==> config.mk <==
export PLATFORM = sky130hd
export DESIGN_NAME = ctr_router
export DESIGN_NICKNAME = d
export VERILOG_FILES = /design/src/rtl/ctr_pkg.sv /design/src/rtl/src_bank.sv /design/src/rtl/bit_distributor.sv /design/src/rtl/dst_regs.sv /design/src/rtl/corner_seq.sv /design/src/rtl/ctr_router.sv
export SDC_FILE = /design/constraint.sdc
export NUM_CORES = 1
export LEC_CHECK = 0
export BUFFER_PORTS_ARGS = -buffer_cell sky130_fd_sc_hd__buf_2
export CORE_UTILIZATION = 48
export DETAILED_ROUTE_END_ITERATION = 10
export PLACE_DENSITY = 0.81
export SYNTH_ARGS = -nofsm -noshare
export SYNTH_HDL_FRONTEND = slang
export SYNTH_SLANG_ARGS = --single-unit
==> constraint.sdc <==
create_clock -name clk -period 2.2 [get_ports clk]
set_input_delay 0.33 -clock clk [delete_from_list [all_inputs] [get_ports clk]]
set_output_delay 0.33 -clock clk [all_outputs]
set_load 0.005 [all_outputs]
==> src/rtl/ctr_pkg.sv <==
package ctr_pkg;

  // bank that holds a given source index
  function automatic int bank_of(input int idx, input int bank_sz);
    return idx / bank_sz;
  endfunction

  // position of a source inside its bank
  function automatic int lane_of(input int idx, input int bank_sz);
    return idx % bank_sz;
  endfunction

  // distributor line: addressed and not inhibited
  function automatic logic dist_line(input int line, input int addr, input logic inh);
    return (line == addr) && !inh;
  endfunction

  // shift a new bit into the low end of a register
  function automatic logic [15:0] shift_in16(input logic [15:0] q, input logic b);
    return {q[14:0], b};
  endfunction

endpackage

==> src/rtl/src_bank.sv <==
module src_bank #(
  parameter int BANK_SZ = 8,
  parameter int W       = 8,
  localparam int LANE_W = (BANK_SZ > 1) ? $clog2(BANK_SZ) : 1
) (
  input  logic                   clk,
  input  logic                   rst_n,
  input  logic                   load,
  input  logic [BANK_SZ*W-1:0]   load_data,
  input  logic                   shift,
  input  logic [LANE_W-1:0]      lane,
  input  logic                   en,
  output logic                   bit_o,
  output logic [BANK_SZ*W-1:0]   q_flat
);

  logic [W-1:0] regs [BANK_SZ];

  for (genvar i = 0; i < BANK_SZ; i++) begin : g_reg
    always_ff @(posedge clk or negedge rst_n) begin
      if (!rst_n)     regs[i] <= '0;
      else if (load)  regs[i] <= load_data[i*W +: W];
      else if (shift) regs[i] <= {regs[i][W-2:0], 1'b0};
    end
    assign q_flat[i*W +: W] = regs[i];
  end

  // a disabled selector drives zero onto the shared bus
  always_comb begin
    bit_o = 1'b0;
    for (int i = 0; i < BANK_SZ; i++)
      if (en && (int'(lane) == i)) bit_o = regs[i][W-1];
  end

endmodule

==> src/rtl/bit_distributor.sv <==
module bit_distributor #(
  parameter int N_DST   = 16,
  localparam int DST_AW = $clog2(N_DST)
) (
  input  logic [DST_AW-1:0] addr,
  input  logic              inh,
  output logic [N_DST-1:0]  lines
);
  import ctr_pkg::*;

  for (genvar d = 0; d < N_DST; d++) begin : g_line
    assign lines[d] = dist_line(d, int'(addr), inh);
  end

endmodule

==> src/rtl/dst_regs.sv <==
module dst_regs #(
  parameter int N_DST   = 16,
  parameter int DW      = 16,
  localparam int DST_AW = $clog2(N_DST)
) (
  input  logic                clk,
  input  logic                rst_n,
  input  logic                strobe,
  input  logic [DST_AW-1:0]   addr,
  input  logic [N_DST-1:0]    lines,
  output logic [N_DST*DW-1:0] q_flat
);

  for (genvar d = 0; d < N_DST; d++) begin : g_dst
    logic [DW-1:0] q;
    always_ff @(posedge clk or negedge rst_n) begin
      if (!rst_n)
        q <= '0;
      else if (strobe && (int'(addr) == d))
        q <= {q[DW-2:0], lines[d]};
    end
    assign q_flat[d*DW +: DW] = q;
  end

endmodule

==> src/rtl/corner_seq.sv <==
module corner_seq #(
  parameter int N_SRC   = 16,
  parameter int W       = 8,
  parameter int N_DST   = 16,
  localparam int SRC_AW = $clog2(N_SRC),
  localparam int BIT_AW = $clog2(W),
  localparam int DST_AW = $clog2(N_DST)
) (
  input  logic              clk,
  input  logic              rst_n,
  input  logic              start,
  output logic              busy,
  output logic              done,
  output logic [SRC_AW-1:0] seq_src,
  output logic [DST_AW-1:0] seq_dst,
  output logic              seq_shift
);

  logic [SRC_AW-1:0] step;
  logic [BIT_AW-1:0] bit_pos;
  logic              last_step, last_bit;

  assign last_step = (step == SRC_AW'(N_SRC - 1));
  assign last_bit  = (bit_pos == BIT_AW'(W - 1));

  always_ff @(posedge clk or negedge rst_n) begin
    if (!rst_n) begin
      busy    <= 1'b0;
      done    <= 1'b0;
      step    <= '0;
      bit_pos <= '0;
    end else begin
      done <= 1'b0;
      if (!busy) begin
        step    <= '0;
        bit_pos <= '0;
        if (start) busy <= 1'b1;
      end else if (last_step) begin
        step <= '0;
        if (last_bit) begin
          busy <= 1'b0;
          done <= 1'b1;
        end else begin
          bit_pos <= bit_pos + 1'b1;
        end
      end else begin
        step <= step + 1'b1;
      end
    end
  end

  assign seq_src   = step;
  assign seq_dst   = DST_AW'(bit_pos);
  assign seq_shift = busy && last_step;

endmodule

==> src/rtl/ctr_router.sv <==
module ctr_router #(
  parameter int N_SRC   = 16,
  parameter int BANK_SZ = 8,
  parameter int W       = 8,
  parameter int N_DST   = 16,
  localparam int N_BANK = N_SRC / BANK_SZ,
  localparam int SRC_AW = $clog2(N_SRC),
  localparam int DST_AW = $clog2(N_DST),
  localparam int LANE_W = (BANK_SZ > 1) ? $clog2(BANK_SZ) : 1,
  localparam int DW     = N_SRC
) (
  input  logic                 clk,
  input  logic                 rst_n,
  input  logic                 load,
  input  logic [N_SRC*W-1:0]   load_data,
  input  logic [SRC_AW-1:0]    man_src,
  input  logic [DST_AW-1:0]    man_dst,
  input  logic                 man_xfer,
  input  logic                 man_shift,
  input  logic                 start,
  output logic                 bus_bit,
  output logic [N_BANK-1:0]    bank_en,
  output logic [N_DST*DW-1:0]  dst_q,
  output logic                 busy,
  output logic                 done
);
  import ctr_pkg::*;

  logic [SRC_AW-1:0]   seq_src, src_idx;
  logic [DST_AW-1:0]   seq_dst, dst_idx;
  logic                seq_shift, src_shift, src_load, xfer_fire;
  logic [LANE_W-1:0]   lane;
  logic [N_BANK-1:0]   bank_bits;
  logic [N_DST-1:0]    dec_line;
  logic [N_SRC*W-1:0]  src_flat;

  corner_seq #(.N_SRC(N_SRC), .W(W), .N_DST(N_DST)) u_seq (
    .clk(clk), .rst_n(rst_n), .start(start), .busy(busy), .done(done),
    .seq_src(seq_src), .seq_dst(seq_dst), .seq_shift(seq_shift)
  );

  // manual controls only act while the sequencer is idle
  assign src_idx   = busy ? seq_src : man_src;
  assign dst_idx   = busy ? seq_dst : man_dst;
  assign xfer_fire = busy | man_xfer;
  assign src_load  = load & ~busy;
  assign src_shift = busy ? seq_shift : (man_shift & ~load);
  assign lane      = LANE_W'(lane_of(int'(src_idx), BANK_SZ));

  for (genvar b = 0; b < N_BANK; b++) begin : g_bank
    assign bank_en[b] = (bank_of(int'(src_idx), BANK_SZ) == b);
    src_bank #(.BANK_SZ(BANK_SZ), .W(W)) u_bank (
      .clk(clk), .rst_n(rst_n), .load(src_load),
      .load_data(load_data[b*BANK_SZ*W +: BANK_SZ*W]),
      .shift(src_shift), .lane(lane), .en(bank_en[b]),
      .bit_o(bank_bits[b]), .q_flat(src_flat[b*BANK_SZ*W +: BANK_SZ*W])
    );
  end

  assign bus_bit = |bank_bits;

  // bus bit feeds the inhibit path: a zero on the bus inhibits every line
  bit_distributor #(.N_DST(N_DST)) u_dist (
    .addr(dst_idx), .inh(~bus_bit), .lines(dec_line)
  );

  dst_regs #(.N_DST(N_DST), .DW(DW)) u_dst (
    .clk(clk), .rst_n(rst_n), .strobe(xfer_fire), .addr(dst_idx),
    .lines(dec_line), .q_flat(dst_q)
  );

endmodule

### After elaboration in Yosys (flattened, before gate mapping)

Cells that the tools add are included.

* register bits: 393
* word-level logic and storage cells: 202
* output and inout bits: 261

* reduce and logical (&&, ||, !) cells: 55
* equality and inequality tests: 41
* muxes and demuxes: 63
* bitwise operators: 5
* add/sub/neg operators: 2

Operators by type and width (count)
* 8-bit two-way mux: 32
* 1-bit logical AND: 49
* 4-bit equality test (second input constant): 9
* 4-bit equality test (first input constant): 8
* 32-bit zero test: 1
* 1-bit two-way mux: 24
* 3-bit by 4-bit equality test with 1-bit output (first input constant): 4
* 4-bit by 3-bit equality test with 1-bit output (second input constant): 4
* 4-bit two-way mux: 4
* 3-bit equality test (second input constant): 5
* 3-bit two-way mux: 3
* 2-bit by 4-bit equality test with 1-bit output (first input constant): 2
* 4-bit by 2-bit equality test with 1-bit output (second input constant): 2
* 3-bit by 2-bit equality test with 1-bit output (second input constant): 2
* 4-bit by 1-bit adder with 4-bit output (second input constant): 1
* 1-bit by 4-bit equality test with 1-bit output (first input constant): 1
* 4-bit by 1-bit equality test with 1-bit output (second input constant): 1
* 4-bit zero test: 1
* 2-bit inequality test (second input constant): 2
* 3-bit by 1-bit adder with 3-bit output (second input constant): 1
* 3-bit by 1-bit equality test with 1-bit output (second input constant): 1
* 3-bit zero test: 1
* 1-bit AND: 2
* 1-bit inverter: 2
* other kinds (4): 4

### Logic depth before layout (Yosys ltp)

Gate-level depths: netlist (run 1).

* word-level depth: 13
* gate-level depth with buffers: 10

### By module

A second synthesis (run 1) with hierarchy kept.

* cell total of the unflattened synthesis: 1208
* area total of the unflattened synthesis: 16325.7 µm²

Modules (own cells, without submodules)
* dst_regs: times used 1, area an instance 9557.9 µm², cells an instance 558
* src_bank: times used 2, area an instance 2975.4 µm², cells an instance 284
* corner_seq: times used 1, area an instance 426.7 µm², cells an instance 38
* bit_distributor: times used 1, area an instance 229.0 µm², cells an instance 28
* ctr_router: times used 1, area an instance 161.4 µm², cells an instance 16

### Worst setup path after synthesis (run 1)

OpenSTA, ideal clock, no wires.

* kind: register to output
* from: register u_seq.busy
* to: output port bus_bit
* slack: -0.029 ns
* stages on the path, launching flop included: 9
* data arrival time: 1.899 ns
* path buffers: 3
* cell sequence: dfrtp_1 buf_6 buf_6 or3b_1 a22oi_1 nor3_1 a211oi_4 buf_6 nand2_1

* word-level cells in the longest chain between the ends: 12
* elaborated cells on any way between the ends: 43

Ends and longest elaborated chain
* from (decl): RTL line corner_seq.sv:12 `output logic busy,`
* from (signal assigned): RTL line corner_seq.sv:28 `busy <= 1'b0;`
* from (signal assigned): RTL line corner_seq.sv:37 `if (start) busy <= 1'b1;`
* from (signal assigned): RTL line corner_seq.sv:41 `busy <= 1'b0;`
* 4-bit two-way mux *: RTL line ctr_router.sv:43 `assign src_idx = busy ? seq_src : man_src;`
* 32-bit zero test / 3-bit zero test (equally long branches): RTL line ctr_router.sv:51, src_bank.sv:32
* 1-bit logical AND: RTL line src_bank.sv:32 `if (en && (int'(lane) == i)) bit_o = regs[i][W-1];`
* 1-bit two-way mux (8 in a row): RTL line src_bank.sv:32
* 2-bit OR reduction *: RTL line ctr_router.sv:60 `assign bus_bit = |bank_bits;`
* to (decl): RTL line ctr_router.sv:21 `output logic bus_bit,`

Every way passes the cells marked *; elsewhere a longest branch is shown, timed or not.

### Final worst setup path (run 1)

Same ends and word-level chain as after synthesis.

==> metrics.md, run 1 <==
| Metric | Value |
|---|---|
| Outcome | `finished, violations left` |
| Violations in the final reports | `setup timing` |
| Total power divided by cell area | `1040 nW/um^2` |
| Post-synthesis compound-gate area fraction | `0.0701` |
| Buffers plus inverters on the worst setup path | `3` |
| Pre-CTS setup slack | `-10.1 ps` |
| Final critical path time including I/O delays and setup | `2680 ps` |
| Transition time at the pin with the least slew margin | `579 ps` |
| Share of post-route cells with drive strength above 1 | `0.476` |
| Total length of routed wires | `40.0 mm` |
| Path type of the worst min-delay path | `primary input to flop` |
| Critical path type | `flop to primary output` |
| Largest net degree at the start of global routing | `69` |
| Unrepaired setup endpoints after global routing | `true` |
| Mean instance size in the synthesized netlist | `13.4 um^2` |
| Endpoints failing hold | `0` |
| TritonCTS sink count | `393` |
| Adder-cell area share of the yosys netlist | `0.00231` |
| Slowest stage delay, CP | `420 ps` |
| Worst Clk Skew | `14.4 ps` |
| Number of max-capacitance violations reported | `0` |
| Number of port buffers | `402` |
| Clock-pin slew on the worst setup and hold paths | `60 ps` |
| Non-filler instance count after layout | `2159` |
| First-pass detailed-route iteration total | `4` |
| Setup tns final | `-1920 ps` |
| Post-synthesis mux area share | `0.236` |
| Initial antenna violation count | `9` |
| Final weighted congestion of routability-driven global placement | `0.926` |
| Die area | `34600 um^2` |
| Skew-Pair Late Insertion Delay | `530 ps` |
| First-pass GRT wire length | `60.7 mm` |
| Static leakage | `10.8 nW` |
| Core Area | `33400 um^2` |
| Initial cell density of the core | `0.486` |
| Dominant register cell in the synthesized netlist | `sky130_fd_sc_hd__dfrtp_1` |
| CP most frequent cell | `sky130_fd_sc_hd__buf_6` |
| Clk buf depth | `3` |
| Required time of the critical path | `1870 ps` |
| Vias in the first global route | `11.3k` |
| Largest family of logic cells by synthesized area | `multiplexers` |
| Routed Antenna Nets | `0` |
| # nets final | `1822` |
| Critical Path Sink Type | `primary output` |
| Number of H-tree branching levels | `2` |
| Post-synthesis cell area | `16300 um^2` |
| Fraction of the yosys area taken by sequential cells | `0.605` |
| Endpoints failing setup | `17` |
| Global route total overflow | `0` |
| Top achievable clock speed | `374 MHz` |
| Total power of the final layout | `21.9 mW` |
| TritonCTS clock tree | `built` |
| Global-route usage over all layers | `0.226` |
| Period utilisation layout | `1.22` |
| Critical path data arrival time | `2350 ps` |
| Post-layout worst setup margin | `-477 ps` |
| Average wire length per cell after detail routing | `18.5 um` |
| Slowest cell on crit path | `sky130_fd_sc_hd__dfrtp_2` |
| Synth warnings | `0` |
| Fin. max-slew vios | `0` |
| Post-Syn Nets | `1363` |
| Largest delay contributor family on the critical path | `compound AO/OA/AOI/OAI gates` |
| Count of standard-cell rows | `67` |
| Via density per instance | `5.16` |
| Chip Height | `186 um` |
| Post-synthesis xor/xnor area fraction | `0.00108` |
| Async set-or-reset flop fraction in the synthesized netlist | `1.00` |
| Ports | `403` |
| Simple-gate share of the synthesized area | `0.0592` |
| Die outline width | `186 um` |
| HPWL after detailed placement | `28.2 mm` |
| Worst IR Drop VDD | `0.780 mV` |
| Number of buffers created by CTS | `42` |
| Top area cells in the synthesized netlist | `sky130_fd_sc_hd__dfrtp_1, sky130_fd_sc_hd__mux2_2, sky130_fd_sc_hd__mux2i_1, sky130_fd_sc_hd__o21ai_0, sky130_fd_sc_hd__nand2_1` |
| Synth area leader | `sky130_fd_sc_hd__dfrtp_1` |
| Post-synth EDFFs | `0` |
| Sequence of cells on the critical path | `buf_6, buf_6, nand3b_1, a22oi_2, nor3_2, a211oi_4, nand2_1, buf_6` |
| Max_slew headroom | `0.614` |
| Synthesized netlist cell count | `1218` |
| Initial detailed-routing violation count | `417` |
| Layout overhead on the synthesized area | `29.9%` |
| CTS Root Buffer Type | `sky130_fd_sc_hd__clkbuf_16` |
| Launching element type of the critical path | `flop` |
| Post-placement cell count | `2058` |
| Yosys cell types | `49` |
| Highest fanout seen on the critical path | `4` |
| Remaining DRCs | `0` |
| Via count | `11.1k` |
| Synthesis-stage register bit count | `393` |
| Share of the synthesized area in the top cell type | `0.605` |
==> timing repair <==
action	in CTS	in global routing
endpoints found under the hold margin	50	1
pin swaps	7	8
resized for setup	22	46
buffers inserted	8	8
endpoints found under the setup margin	4	107
hold buffers	3	1
gates cloned	0	3
==> metal layers <==
| layer | GRT usage | share of wire | wire length (um) | vias up |
|---|---|---|---|---|
| met2 | 0.390 | 0.50 | 19900 | 352 |
| met1 | 0.261 | 0.39 | 15600 | 5456 |
| met4 | 0.0833 | 0.028 | 1140 | 10 |
| met3 | 0.0718 | 0.083 | 3310 | 77 |
| li1 | - | - | - | 5252 |
| met5 | 0 | 0.0016 | 62 | - |
==> cells in the mapped netlist (all sizes together) (5+ instances only) <==
cell      n
a22o     16
nor3      5
nor4      6
inv      13
a31oi    10
dfrtp   393
a32oi     7
mux2    235
and2      6
clkbuf   20
buf      50
nand2   138
o21ai   125
nor2     22
mux2i   116
==> state kept, by name, summed over array words and instances (netlist names) <==
signal / count
u_seq.done: 1
g_bank.u_bank.q_flat: 128
u_seq.seq_src: 4
u_seq.bit_pos: 3
u_dst.g_dst.q: 256
u_seq.busy: 1
==> through the flow <==
step / util / instance area (um^2) / hold WS, ps
after floorplan: - / 16300 / 34.4
after global placement: 0.575 / 19200 / 324
after detailed placement: 0.575 / 19200 / 328
after CTS: 0.625 / 20900 / 0.0587
after global routing: 0.632 / 21100 / 5.47
final: 0.632 / 21100 / 20.7
==> area by class of cell <==
class / count / area (um^2)
tap: 448 / 561
clock inverter: 14 / 183
clock buffer: 60 / 1270
timing repair buffer: 485 / 3070
multi-input combinational: 742 / 6160
sequential: 393 / 9840
fill: 2580 / 12300
antenna: 4 / 10.0
inverter: 13 / 48.8
==> placed cells by master (no fill, tap or decap), types with 7 or more instances in the layout <==
cell / instances
sky130_fd_sc_hd__a22o_1: 16
sky130_fd_sc_hd__a31oi_1: 9
sky130_fd_sc_hd__a32oi_1: 7
sky130_fd_sc_hd__buf_12: 25
sky130_fd_sc_hd__buf_2: 400
sky130_fd_sc_hd__buf_4: 45
sky130_fd_sc_hd__clkbuf_16: 46
sky130_fd_sc_hd__clkbuf_8: 13
sky130_fd_sc_hd__dfrtp_1: 392
sky130_fd_sc_hd__inv_1: 12
sky130_fd_sc_hd__mux2_1: 12
sky130_fd_sc_hd__mux2_2: 212
sky130_fd_sc_hd__mux2_4: 11
sky130_fd_sc_hd__mux2i_1: 113
sky130_fd_sc_hd__nand2_1: 136
sky130_fd_sc_hd__nor2_1: 21
sky130_fd_sc_hd__o21ai_0: 99
sky130_fd_sc_hd__o21ai_1: 24
==> kinds of logic after synthesis <==
group	after synthesis
compound gates	184
xor+xnor	2
fa+ha+maj	3
buf+inv	83
flops	393
mux	351
simple gates	202
==> final timing paths <==
| kind | startpoint | cells after the start | end | slack, ps |
|---|---|---|---|---|
| min in group asynchronous | rst_n | 2 | g_bank[1].u_bank.q_flat[25]$_DFFE_PN0P_ | 360 |
| max in group asynchronous | rst_n | 3 | u_dst.g_dst[9].q[2]$_DFFE_PN0P_ | 1060 |
| min | load_data[32] | 2 | g_bank[0].u_bank.q_flat[32]$_DFFE_PN0P_ | 20 |
| max reg2reg | u_seq.busy$_DFF_PN0_ | 7 | u_dst.g_dst[12].q[9]$_DFFE_PN0P_ | -120 |
| max | u_seq.busy$_DFF_PN0_ | 8 | bus_bit | -480 |
| min reg2reg | g_bank[0].u_bank.q_flat[62]$_DFFE_PN0P_ | 2 | g_bank[0].u_bank.q_flat[62]$_DFFE_PN0P_ | 480 |
==> where the power goes <==
| part | leakage [nW] | total (mW) | switching (mW) | internal (mW) |
|---|---|---|---|---|
| registers | 5.34 | 9.56 | 0.950 | 8.61 |
| logic | 4.71 | 5.06 | 2.61 | 2.46 |
| clock network | 0.717 | 7.27 | 2.79 | 4.48 |
(Power assumes the default switching activity.)
==> inputs of run 2 (changes only) <==
- CORE_UTILIZATION: 48 -> 50
- clock period: 2.2 -> 2.6 ns (I/O delays scaled with it)
==> run 2 against run 1 <==
Against the previous run:
- the flow still finishes with violations (setup timing)
- sequential share of layout area rose by 1.5 points
- final cell count fell by 1.8%
- first-iteration DRC count rose by 2.6%
- total power fell by 20%
==> metrics.md, run 2 (synthesis gave the netlist of run 1 again) <==
| Metric | Value |
|---|---|
| Outcome | `finished, violations left` |
| Violations in the final reports | `setup timing` |
| TritonCTS clock tree | `built` |
| Sequence of cells on the critical path | `buf_2, buf_4, nor3_1, a2111oi_4, a211oi_4, nand2_2, buf_2` |
| Launching element type of the critical path | `flop` |
| First-pass GRT wire length | `59.7 mm (-1.7%)` |
| Number of buffers created by CTS | `40 (-4.8%)` |
| Post-layout worst setup margin | `-105 ps (+371 ps)` |
| Most common cell after layout, fill and taps aside | `sky130_fd_sc_hd__buf_2` |
| Die area | `33300 um^2 (-4.0%)` |
| Critical path data arrival time | `2320 ps (-30 ps)` |
| Fin. max-slew vios | `0 (unchanged)` |
| Ports | `403 (unchanged)` |
| Initial cell density of the core | `0.511 (+0.0252)` |
| Post-placement cell count | `2032 (-1.3%)` |
| Via density per instance | `5.17 (+0.14%)` |
| Share of post-route cells with drive strength above 1 | `0.455 (-0.0215)` |
| Required time of the critical path | `2210 ps (+340 ps)` |
| Highest fanout seen on the critical path | `6 (+2)` |
| Layout overhead on the synthesized area | `26.0%` |
| Number of max-capacitance violations reported | `0 (unchanged)` |
| Transition time at the pin with the least slew margin | `714 ps (+135 ps)` |
| Path type of the worst min-delay path | `primary input to flop` |
| Worst IR Drop VDD | `0.649 mV (-17%)` |
| Critical Path Sink Type | `primary output` |
| # nets final | `1797 (-1.4%)` |
| Remaining DRCs | `0 (unchanged)` |
| Layer carrying the most global-route usage | `met2` |
| Global-route usage over all layers | `0.226 (about the same)` |
| Total length of routed wires | `37.7 mm (-5.7%)` |
| GR met3 Demand/Resource | `0.0653 (-0.00655)` |
| Period utilisation layout | `1.04` |
| Via count | `11.0k (-1.6%)` |
| Critical path type | `flop to primary output` |
| Top achievable clock speed | `370 MHz` |
| Final weighted congestion of routability-driven global placement | `0.799 (-14%)` |
| Non-filler instance count after layout | `2121 (-1.8%)` |
| Total power divided by cell area | `859 nW/um^2 (-17%)` |
| Die outline width | `182 um (-2.0%)` |
| Endpoints failing setup | `1 (-16)` |
| Met1 track utilization from global routing | `0.268 (+0.00696)` |
| Largest reg by FF count | `u_dst.g_dst.q` |
| Average wire length per cell after detail routing | `17.8 um (-4.1%)` |
| CTS Root Buffer Type | `sky130_fd_sc_hd__clkbuf_16` |
| Slowest stage delay, CP | `450 ps (+30 ps)` |
| Routed Antenna Nets | `0 (unchanged)` |
| Worst Clk Skew | `17.0 ps (+2.59 ps)` |
| Clk buf depth | `3 (unchanged)` |
| Buffers plus inverters on the worst setup path | `3 (unchanged)` |
| Initial detailed-routing violation count | `428 (+2.6%)` |
| Number of port buffers | `402 (unchanged)` |
| Total power of the final layout | `17.6 mW (-20%)` |
| Global route total overflow | `0 (unchanged)` |
| Max_slew headroom | `0.524 (-0.0900)` |
| Largest delay contributor family on the critical path | `simple AND/OR/NAND/NOR gates` |
| Global Route met2 Usage | `0.395 (+0.00480)` |
| Final critical path time including I/O delays and setup | `2710 ps` |
| Chip Height | `182 um (-2.0%)` |
| Static leakage | `10.5 nW (-2.6%)` |
| Count of standard-cell rows | `65 (-3.0%)` |
| Core Area | `31800 um^2 (-4.9%)` |
| Initial antenna violation count | `9 (unchanged)` |
| Number of H-tree branching levels | `2 (unchanged)` |
| TritonCTS sink count | `393 (unchanged)` |
| CP most frequent cell | `sky130_fd_sc_hd__buf_2` |
| Endpoints failing hold | `0 (unchanged)` |
| HPWL after detailed placement | `27.4 mm (-3.0%)` |
| Unrepaired setup endpoints after global routing | `true` |
| First-pass detailed-route iteration total | `4 (unchanged)` |
| Commonest cells after routing, fill and taps aside | `sky130_fd_sc_hd__buf_2, sky130_fd_sc_hd__dfrtp_1, sky130_fd_sc_hd__mux2_2` |
| Largest net degree at the start of global routing | `102 (+48%)` |
| Skew-Pair Late Insertion Delay | `530 ps (about the same)` |
| Clock-pin slew on the worst setup and hold paths | `70 ps (about the same)` |
| Slowest cell on crit path | `sky130_fd_sc_hd__dfrtp_2` |
| Flip-flop count of the largest register, all copies and words added | `256 (unchanged)` |
| Vias in the first global route | `11.1k (-0.98%)` |
run 2: cell types whose count changed in the layout (fill, tap and decap cells not counted), sizes merged:
cell,change
clkbuf,-4
bufinv,-1
dlygate4sd3,-3
buf,-18
bufbuf,+1
diode,+2
clkinvlp,-2
run 2: path summary, 6_finish.rpt:
| path | from | end | slack, ps | depth (start not counted) |
|---|---|---|---|---|
| setup / recovery | u_seq.busy$_DFF_PN0_ | bus_bit | -110 | 7 |
| hold / removal | load_data[64] | g_bank[1].u_bank.q_flat[0]$_DFFE_PN0P_ | 70 | 2 |
| setup reg to reg | u_seq.busy$_DFF_PN0_ | u_dst.g_dst[12].q[15]$_DFFE_PN0P_ | 150 | 7 |
| hold reg to reg | g_bank[1].u_bank.q_flat[58]$_DFFE_PN0P_ | g_bank[1].u_bank.q_flat[58]$_DFFE_PN0P_ | 480 | 2 |
| max in group asynchronous | rst_n | u_dst.g_dst[8].q[1]$_DFFE_PN0P_ | 1330 | 3 |
| min in group asynchronous | rst_n | g_bank[1].u_bank.q_flat[19]$_DFFE_PN0P_ | 470 | 2 |
run 2: area by class of cell:
type	count	area (um^2)
repair buffers	462	2660
inverters	13	48.8
diodes	6	15.0
flip-flops and latches	393	9840
clock inverters	11	145
multi-input cells	742	6100
well taps	435	544
fillers	2389	11300
clock buffers	59	1130
run 2: timing repair:
item / 4_1_cts / 5_1_grt
hold buffers: 1 / 0
pin swaps: 7 / 1
buffers inserted: 11 / 0
endpoints found under the setup margin: 1 / 1
gates cloned: 1 / 0
resized for setup: 14 / 0
endpoints found under the hold margin: 68 / 0
run 2: per-stage QoR:
| step | instance area (um^2) | hold slack (ps) | util | setup slack (ps) | TNS (ps) |
|---|---|---|---|---|---|
| global placement | 19000 | 448 | 0.597 | 263 | 0 |
| finish | 20500 | 70.1 | 0.644 | -105 | -105 |
| CTS | 20500 | 46.7 | 0.644 | -63.3 | -63.3 |
| floorplan | 16300 | 94.4 | - | 311 | 0 |
| global route | 20500 | 62.1 | 0.644 | -177 | -177 |
| detailed placement | 19000 | 458 | 0.597 | 192 | 0 |
run 2: metal layers:
layer | vias up | share of wire
met5 | - | 0.0015
met4 | 10 | 0.023
met3 | 76 | 0.072
met2 | 321 | 0.50
met1 | 5360 | 0.40
li1 | 5199 | -
run 2: power breakdown:
part | switching, mW | internal [mW]
combinational | 2.01 | 1.87
clock | 2.31 | 3.32
sequential | 0.805 | 7.28
total | 5.13 | 12.5
